[config.mk]
export PLATFORM = sky130hd
export DESIGN_NAME = pci_irq_router
export DESIGN_NICKNAME = d
export VERILOG_FILES = /design/src/rtl/pci_irq_pkg.sv /design/src/rtl/pci_irq_sync.sv /design/src/rtl/pci_irq_regs.sv /design/src/rtl/pci_irq_route.sv /design/src/rtl/pci_irq_router.sv
export SDC_FILE = /design/constraint.sdc
export NUM_CORES = 1
export LEC_CHECK = 0
export CAP_MARGIN = 10
export CORE_UTILIZATION = 32
export CTS_BUF_LIST = sky130_fd_sc_hd__clkbuf_4
export CTS_CLUSTER_SIZE = 12
export DETAILED_ROUTE_END_ITERATION = 8
export HOLD_SLACK_MARGIN = 0.15
export PLACE_DENSITY = 0.91
export SLEW_MARGIN = 20
export SYNTH_ARGS = -nofsm -noshare
export SYNTH_HDL_FRONTEND = slang
export SYNTH_SLANG_ARGS = --single-unit
[constraint.sdc]
create_clock -name clk -period 3.3 [get_ports clk]
set_input_delay 0.99 -clock clk [delete_from_list [all_inputs] [get_ports clk]]
set_output_delay 0.99 -clock clk [all_outputs]
set_load 0.02 [all_outputs]
[src/rtl/pci_irq_pkg.sv]
// Shared constants for the PCI interrupt router: register offsets, field
// positions and source counts. Assumes a 32-bit register data path.
package pci_irq_pkg;
    localparam int unsigned NUM_INTX   = 4;
    localparam int unsigned NUM_FLAGS  = 6;
    localparam int unsigned NUM_LINES  = 5;
    localparam int unsigned REG_W      = 32;

    localparam int unsigned OFS_CTRL   = 0;
    localparam int unsigned OFS_STAT   = 4;

    // Control fields
    localparam int unsigned CB_ERR_EN  = 25;
    localparam int unsigned CB_SYS_EN  = 27;

    // Status fields
    localparam int unsigned SB_PIN_LO  = 8;
    localparam int unsigned SB_FLAG_LO = 12;
    localparam int unsigned SB_MODE_LO = 24;

    // Flag index = status bit - SB_FLAG_LO
    localparam int unsigned FI_PAR     = 0;
    localparam int unsigned FI_TABT    = 1;
    localparam int unsigned FI_MABT    = 2;
    localparam int unsigned FI_DMAERR  = 3;
    localparam int unsigned FI_DMADONE = 4;
    localparam int unsigned FI_SYS     = 5;
endpackage

[src/rtl/pci_irq_sync.sv]
// Multi-flop synchroniser for the asynchronous INTx pins.
// Assumes the pins are active low, so the flops reset to the released level.
module pci_irq_sync #(
    parameter int unsigned WIDTH  = 4,
    parameter int unsigned STAGES = 2
) (
    input  logic             clk,
    input  logic             rst_n,
    input  logic [WIDTH-1:0] pin_n,
    output logic [WIDTH-1:0] lvl_n
);
    logic [WIDTH-1:0] stage_q [STAGES];

    generate
        for (genvar s = 0; s < STAGES; s++) begin : g_stage
            // One synchroniser stage, first stage fed by the pins.
            always_ff @(posedge clk) begin
                if (!rst_n)
                    stage_q[s] <= '1;
                else if (s == 0)
                    stage_q[s] <= pin_n;
                else
                    stage_q[s] <= stage_q[(s == 0) ? 0 : s-1];
            end
        end
    endgenerate

    assign lvl_n = stage_q[STAGES-1];

    generate
        if (STAGES == 2) begin : g_chk
            // a synchronised level change matches the pins two edges earlier
            a_r3_sync_latency: assert property (@(posedge clk) disable iff (!rst_n)
                !$stable(lvl_n) |-> (lvl_n == $past(pin_n, 2)));
        end
    endgenerate
endmodule

[src/rtl/pci_irq_regs.sv]
// Control and status registers. Control stores the enable mask and the error
// group enables. Status holds the sticky write-one-to-clear event flags, and
// its read view adds the pin levels and the build-time mode.
// Assumes single-cycle bus accesses and single-cycle event pulses.
module pci_irq_regs
    import pci_irq_pkg::*;
#(
    parameter int unsigned MODE   = 0,
    parameter int unsigned ADDR_W = 8
) (
    input  logic                 clk,
    input  logic                 rst_n,
    input  logic                 bus_en,
    input  logic                 bus_we,
    input  logic [ADDR_W-1:0]    bus_addr,
    input  logic [REG_W-1:0]     bus_wdata,
    output logic [REG_W-1:0]     bus_rdata,
    input  logic [NUM_INTX-1:0]  pin_lvl_n,
    input  logic [NUM_FLAGS-1:0] evt_set,
    output logic [NUM_INTX-1:0]  ctrl_mask,
    output logic                 ctrl_err_en,
    output logic                 ctrl_sys_en,
    output logic [NUM_FLAGS-1:0] flags
);
    localparam logic [1:0] MODE_BITS = 2'(MODE);

    logic                 wr_ctrl, wr_stat;
    logic [NUM_FLAGS-1:0] clr_mask;
    logic [REG_W-1:0]     ctrl_view, stat_view;

    // Decode register writes.
    always_comb begin
        wr_ctrl  = bus_en && bus_we && (bus_addr == ADDR_W'(OFS_CTRL));
        wr_stat  = bus_en && bus_we && (bus_addr == ADDR_W'(OFS_STAT));
        clr_mask = wr_stat ? bus_wdata[SB_FLAG_LO +: NUM_FLAGS] : '0;
    end

    // Control register storage.
    always_ff @(posedge clk) begin
        if (!rst_n) begin
            ctrl_mask   <= '0;
            ctrl_err_en <= 1'b0;
            ctrl_sys_en <= 1'b0;
        end else if (wr_ctrl) begin
            ctrl_mask   <= bus_wdata[NUM_INTX-1:0];
            ctrl_err_en <= bus_wdata[CB_ERR_EN];
            ctrl_sys_en <= bus_wdata[CB_SYS_EN];
        end
    end

    // Sticky event flags; a new pulse wins over a clearing write.
    always_ff @(posedge clk) begin
        if (!rst_n)
            flags <= '0;
        else
            flags <= (flags & ~clr_mask) | evt_set;
    end

    // Assemble the read views of both registers.
    always_comb begin
        ctrl_view = '0;
        ctrl_view[NUM_INTX-1:0] = ctrl_mask;
        ctrl_view[CB_ERR_EN]    = ctrl_err_en;
        ctrl_view[CB_SYS_EN]    = ctrl_sys_en;
        stat_view = '0;
        stat_view[SB_PIN_LO +: NUM_INTX]   = pin_lvl_n;
        stat_view[SB_FLAG_LO +: NUM_FLAGS] = flags;
        stat_view[SB_MODE_LO +: 2]         = MODE_BITS;
    end

    // Read multiplexer.
    always_comb begin
        bus_rdata = '0;
        if (bus_en && !bus_we) begin
            if (bus_addr == ADDR_W'(OFS_CTRL))
                bus_rdata = ctrl_view;
            else if (bus_addr == ADDR_W'(OFS_STAT))
                bus_rdata = stat_view;
        end
    end

    generate
        for (genvar f = 0; f < NUM_FLAGS; f++) begin : g_flag_chk
            // an event pulse always leaves its flag set
            a_r4_event_sets: assert property (@(posedge clk) disable iff (!rst_n)
                evt_set[f] |=> flags[f]);
            // a flag with no clearing write stays set
            a_r5_flag_holds: assert property (@(posedge clk) disable iff (!rst_n)
                (flags[f] && !(bus_en && bus_we && bus_addr == ADDR_W'(OFS_STAT)
                               && bus_wdata[SB_FLAG_LO+f])) |=> flags[f]);
        end
    endgenerate
endmodule

[src/rtl/pci_irq_route.sv]
// Spreads the INTx, error and DMA requests over the output lines according to
// the build-time mode and registers the result. Unused lines are held low.
module pci_irq_route
    import pci_irq_pkg::*;
#(
    parameter int unsigned MODE = 0
) (
    input  logic                 clk,
    input  logic                 rst_n,
    input  logic [NUM_INTX-1:0]  intx_req,
    input  logic                 err_req,
    input  logic                 dma_req,
    output logic [NUM_LINES-1:0] irq_q
);
    logic [NUM_LINES-1:0] irq_d;
    logic                 any_intx;

    assign any_intx = |intx_req;

    generate
        if (MODE == 0) begin : g_shared
            assign irq_d = {4'b0, any_intx | err_req | dma_req};
        end else if (MODE == 1) begin : g_dma_apart
            assign irq_d = {dma_req, 3'b0, any_intx | err_req};
        end else if (MODE == 2) begin : g_split
            assign irq_d = {1'b0, intx_req[3:1], intx_req[0] | err_req | dma_req};
        end else begin : g_split_dma
            assign irq_d = {dma_req, intx_req[3:1], intx_req[0] | err_req};
        end
    endgenerate

    // Register the output lines.
    always_ff @(posedge clk) begin
        if (!rst_n)
            irq_q <= '0;
        else
            irq_q <= irq_d;
    end
endmodule

[src/rtl/pci_irq_router.sv]
// Top of the PCI interrupt router: synchronises the INTx pins, holds the
// control/status registers, forms the per-source requests and routes them
// onto up to five level-sensitive lines. MODE is fixed at build time (0..3).
module pci_irq_router
    import pci_irq_pkg::*;
#(
    parameter int unsigned MODE        = 0,
    parameter int unsigned ADDR_W      = 8,
    parameter int unsigned SYNC_STAGES = 2
) (
    input  logic                 clk,
    input  logic                 rst_n,
    input  logic [3:0]           intx_n,
    input  logic [3:0]           err_evt,
    input  logic [1:0]           dma_evt,
    input  logic                 bus_en,
    input  logic                 bus_we,
    input  logic [ADDR_W-1:0]    bus_addr,
    input  logic [31:0]          bus_wdata,
    output logic [31:0]          bus_rdata,
    output logic [4:0]           irq_out
);
    logic [NUM_INTX-1:0]  pin_lvl_n;
    logic [NUM_INTX-1:0]  ctrl_mask;
    logic                 ctrl_err_en, ctrl_sys_en;
    logic [NUM_FLAGS-1:0] flags, evt_set;
    logic [NUM_INTX-1:0]  intx_req;
    logic                 err_req, dma_req;

    pci_irq_sync #(.WIDTH(NUM_INTX), .STAGES(SYNC_STAGES)) u_sync (
        .clk   (clk),
        .rst_n (rst_n),
        .pin_n (intx_n),
        .lvl_n (pin_lvl_n)
    );

    // Place the event pulses at their flag positions.
    always_comb begin
        evt_set             = '0;
        evt_set[FI_PAR]     = err_evt[0];
        evt_set[FI_TABT]    = err_evt[1];
        evt_set[FI_MABT]    = err_evt[2];
        evt_set[FI_SYS]     = err_evt[3];
        evt_set[FI_DMAERR]  = dma_evt[1];
        evt_set[FI_DMADONE] = dma_evt[0];
    end

    pci_irq_regs #(.MODE(MODE), .ADDR_W(ADDR_W)) u_regs (
        .clk         (clk),
        .rst_n       (rst_n),
        .bus_en      (bus_en),
        .bus_we      (bus_we),
        .bus_addr    (bus_addr),
        .bus_wdata   (bus_wdata),
        .bus_rdata   (bus_rdata),
        .pin_lvl_n   (pin_lvl_n),
        .evt_set     (evt_set),
        .ctrl_mask   (ctrl_mask),
        .ctrl_err_en (ctrl_err_en),
        .ctrl_sys_en (ctrl_sys_en),
        .flags       (flags)
    );

    // Form the per-source requests from levels, flags and enables.
    always_comb begin
        intx_req = ~pin_lvl_n & ctrl_mask;
        err_req  = (ctrl_err_en & (flags[FI_PAR] | flags[FI_TABT] | flags[FI_MABT]))
                 | (ctrl_sys_en & flags[FI_SYS]);
        dma_req  = flags[FI_DMAERR] | flags[FI_DMADONE];
    end

    pci_irq_route #(.MODE(MODE)) u_route (
        .clk      (clk),
        .rst_n    (rst_n),
        .intx_req (intx_req),
        .err_req  (err_req),
        .dma_req  (dma_req),
        .irq_q    (irq_out)
    );

    // with nothing pending and no pin enabled, every line is low next cycle
    a_r12_idle_low: assert property (@(posedge clk) disable iff (!rst_n)
        ((flags == '0) && ((ctrl_mask & ~pin_lvl_n) == '0)) |=> (irq_out == '0));

    // an unmasked asserted pin always raises some line next cycle
    a_r7_intx_raises: assert property (@(posedge clk) disable iff (!rst_n)
        ((ctrl_mask & ~pin_lvl_n) != '0) |=> (irq_out != '0));

    generate
        if (MODE == 3) begin : g_chk_m3
            // a pending DMA flag drives the separate DMA line
            a_r11_dma_line: assert property (@(posedge clk) disable iff (!rst_n)
                (flags[FI_DMAERR] || flags[FI_DMADONE]) |=> irq_out[4]);
        end
    endgenerate
endmodule

* Word-level counts from Yosys, hierarchy flattened
Memory sizes are Yosys's and may differ from the RTL's.
Index checks and enable logic that the tools add are counted.
** Storage, ports and cells
- Memory bits (read-only) :: 0
- Memories kept :: 1
- Word-level logic and storage cells :: 38
- Output and inout port bits :: 37
- Memory bits (writable) :: 8
- Input bits :: 54
- Bits in latches :: 0
- Bits in registers :: 17
** Memory list
- u_sync.stage_q :: words 2, width 4, read ports 2, clocked after Yosys merged registers in 0, wr ports 2, RTL line pci_irq_sync.sv:12 : logic [WIDTH-1:0] stage_q [STAGES];
** Cells by class
- $add $sub $neg :: 0
- Eq/ne operators :: 1
- Multiplexer cells :: 8
- Order comparisons :: 0
- Reductions and logical operators :: 7
- Shift operators :: 0
- Bitwise gates (word level) :: 15
- Multiply operators :: 0
- Divide/modulo/power cells :: 0
** Operator list (number)
- $mux 32 :: 2
- $mux 18 :: 1
- $eq 8x3->1 const B :: 1
- $logic_not 8->1 :: 1
- $mux 4 :: 2
- $or 1x1->1 :: 8
- $and 6x6->6 :: 1
- $mux 6 :: 1
- $not 6->6 :: 1
- $or 6x6->6 :: 1
- $and 4x4->4 :: 1
- $logic_and 1x1->1 :: 4
- $not 4->4 :: 1
- $reduce_or 4->1 :: 1
- $and 1x1->1 :: 2
- $mux 1 :: 2
- $logic_not 1->1 :: 1

* Logic depth before layout (Yosys ltp)
- Depth after elaboration :: 6
- Mapped depth :: 4

* Modules after synthesis
From an unflattened synthesis, not the netlist that was laid out.
** Second synthesis, totals
- Cells, all modules :: 124
- Area, all modules :: 1061.0 um2
** Modules (own cells, without submodules)
- pci_irq_regs :: seq. area each 240.2 um2, cells each 92, instances 1, area each 734.5 um2
- pci_irq_sync :: seq. area each 160.2 um2, cells each 16, instances 1, area each 210.2 um2
- pci_irq_route :: seq. area each 20.0 um2, cells each 8, instances 1, area each 70.1 um2
- pci_irq_router :: seq. area each 0.0 um2, cells each 8, instances 1, area each 46.3 um2

* Worst setup path before layout
No wires, ideal clock.
- Kind :: input -> output
- Start :: input bus_addr[5]
- End :: output bus_rdata[0]
- Arrival :: 2.248 ns
- Path slack :: 0.062 ns
- Buffers on the path :: 0
- Cell stages on the path :: 3
- Data required time :: 2.310 ns
- Cell sequence :: or4_4 nor4_1 and2_1
** Between the ends
- Cells in the longest elaborated chain, start to end :: 3
** RTL lines
- from (decl) :: RTL line pci_irq_router.sv:18 : input logic [ADDR_W-1:0] bus_addr,
- $logic_not 8->1 :: RTL line pci_irq_regs.sv:75 : if (bus_addr == ADDR_W'(OFS_CTRL))
- $mux 32 :: RTL line pci_irq_regs.sv:75
- $mux 32 :: RTL line pci_irq_regs.sv:74 : if (bus_en && !bus_we) begin
- to (decl) :: RTL line pci_irq_router.sv:20 : output logic [31:0] bus_rdata,
No other way between the ends.

* Worst setup path after layout
- Start :: input bus_addr[3]
- End :: output bus_rdata[10]
** Between the ends
- Cells in the longest elaborated chain, start to end :: 4
- Elaborated cells between the ends (all ways) :: 5
** RTL lines
- $eq 8x3->1 :: RTL line pci_irq_regs.sv:77 : else if (bus_addr == ADDR_W'(OFS_STAT))
- $mux 18 :: RTL line pci_irq_regs.sv:77
- $mux 32 (*) :: RTL line pci_irq_regs.sv:75
- $mux 32 (*) :: RTL line pci_irq_regs.sv:74
Mark *: on every way between the ends. The rest lies on a longest branch, timed or not.

==> run metrics <==
total die area=3520 um^2; Mapped Cells=122; Total Wirelength=2520 um; initial antenna violation count=0; largest cells by area after synthesis=dfxtp_1 (40%), buf_4 (14%), and2_1 (9.5%), mux2i_1 (5.7%), nand2b_1 (4.8%); max-slew violations=0; async set-or-reset flop fraction in the synthesized netlist=0%; post-synth top area share=40.0%; FMAX=294 MHz; Max-Cap Viols=0; # setup viols final=10; total power=486 uW; CP arrival=2410 ps; CTS H-tree lvls=1; RSZ-0062 raised after global routing=true; WS Path Type=input pin to primary output; Vias=985; largest net degree at the start of global routing=28; Ys Warns=0; most common cell after layout, fill and taps aside=clkdlybuf4s50_1; Leak=0.792 nW; DP Worst Slack=-832 ps; dpl cells=218; DR DRC count=0; Tot GR Track Use=14.3%; Netlist cell types=21; Initial Utilization=34.1%; Avg Cell Area, Syn=8.61 um^2; worst skew pair latency=300 ps; most frequent cells in the layout=clkdlybuf4s50_1 (25), dfxtp_1 (21), conb_1 (20); period utilization=103%; Int Pwr=363 uW; Hold Path Origin=u_sync.stage_q[0][3]; Reg clk slew, reported paths=110 ps; area growth from synthesis to layout=58.1%; PnR worst setup slack=-100 ps; Worst Hold Margin=418 ps; share of layout cells above drive strength 1=29.6%; CTS Hold Bufs=0; startpoint types=input pin; nets=234; Die Width=59.3 um; EDFF count, synth=0; worst setup path start=bus_addr[3]; sw frac=25.3%; Worst Hold Class=flop to flop; Post-Layout Cell Count=223; first-pass GRT wire length=3670 um; TritonCTS Buffers=3; synthesized cell area=1050 um^2; cell taking the most area after synthesis=dfxtp_1; setup tns final=-916 ps; Bufs on Longest Clock Path=2; wire per inst=11.3 um; Final min period=3400 ps; hpwl dp=1790 um; Net Switching=123 uW; post-synthesis sequential area ratio=40.0%; maximum vdd drop=0.165 mV; pwr dens=292 nW/um^2; port buffer count=50; Root Buffer=clkbuf_4; Synth Register Bits=21; Reg power frac=55.6%; antenna-violating nets left=0; critical path fanouts, max=5; initial DRC count=48; status=finished, violations left; RR Startpoint=u_regs.ctrl_mask[1]; I/O Pins=91; # rows=20; violated checks=negative setup slack; diodes inserted=0; CP required=2310 ps; DR pass1 iterations=4; core area=3080 um^2; crit end category=primary output; GP Congestion=0.693; Final Hold Viols=0; die height=59.3 um; Clock power frac=26.8%; vias in the first global route=831; Logic pwr share=17.6%; Remaining Overflow, GRT=0; CTS tree=yes; Clock Skews=6.30 ps; Clock Sinks=21; dominant register cell in the synthesized netlist=dfxtp_1; Vias/cell=4.42
## metrics by stage
| step | cell area (um^2) | utilization, % |
|---|---|---|
| CTS | 1620 | 52.8 |
| finish | 1660 | 54.0 |
| floorplan | 1120 | - |
| global route | 1660 | 54.0 |
| global placement | 1560 | 50.7 |
| detailed placement | 1560 | 50.7 |
## critical path, cell delays in order
cell and delay (ps):
buf_6 90, or4b_4 570, nor4_4 300, buf_4 210
and2_4 150, buf_6 110
## synthesized netlist by cell type (2+ instances only)
| cell | n |
|---|---|
| dfxtp_1 | 21 |
| buf_4 | 20 |
| and2_1 | 16 |
| nand2_1 | 13 |
| inv_1 | 9 |
| nand2b_1 | 8 |
| a31oi_1 | 7 |
| mux2i_1 | 6 |
| o21ai_0 | 6 |
| nor2b_1 | 3 |
| clkbuf_1 | 2 |
| or4b_1 | 2 |
## routing by layer
| metal | wire, um | track usage, % |
|---|---|---|
| met5 | 0 | 0 |
| met4 | 31 | 5.44 |
| met3 | 302 | 5.24 |
| met2 | 1270 | 25.4 |
| met1 | 916 | 15.2 |
## path summary, 6_finish.rpt
kind,endpoint,slack [ps],cells past startpoint
hold reg to reg,u_sync.stage_q[1][3],420,1
setup / recovery,bus_rdata[10],-100,6
setup reg to reg,u_route.irq_q[0],2150,3
hold / removal,u_sync.stage_q[1][3],420,1
## state kept, by name, indices dropped and copies added, names as in the netlist
name and count:
u_regs.ctrl_sys_en 1, u_sync.stage_q 8, u_regs.flags 6, u_route.irq_q 1
u_regs.ctrl_mask 4, u_regs.ctrl_err_en 1
## timing repair
action	CTS	global route
pin swaps	12	3
endpoints found under the hold margin	0	0
gates cloned	1	0
gates resized for setup	125	17
endpoints found under the setup margin	16	16
setup buffers	0	0
## layout make-up
type / count / area [um^2]
Clock buffer: 4 / 30.0
Tap cell: 44 / 55.1
Sequential cell: 21 / 420
Timing Repair Buffer: 57 / 558
Multi-Input combinational cell: 88 / 564
Inverter: 9 / 33.8
Fill cell: 302 / 1420
## power groups by stage
stage / Combinational (mW) / Clock [mW] / Sequential (mW)
floorplan: 0.0547 / 0 / 0.275
global placement: 0.0840 / 0 / 0.275
detailed placement: 0.0858 / 0 / 0.275
CTS: 0.0849 / 0.134 / 0.270
global route: 0.0918 / 0.146 / 0.272
finish: 0.0853 / 0.130 / 0.270
## cell families after synthesis
family	count (synthesis)	share of synthesized area [%]
AOI/OAI and AO/OA	16	9.29
muxes	6	5.71
buffers and inverters	32	18.7
DFF	21	40.0
and+or+nand+nor	46	26.0
other	1	0.357
No activity file was read; power rests on OpenSTA's default activity.
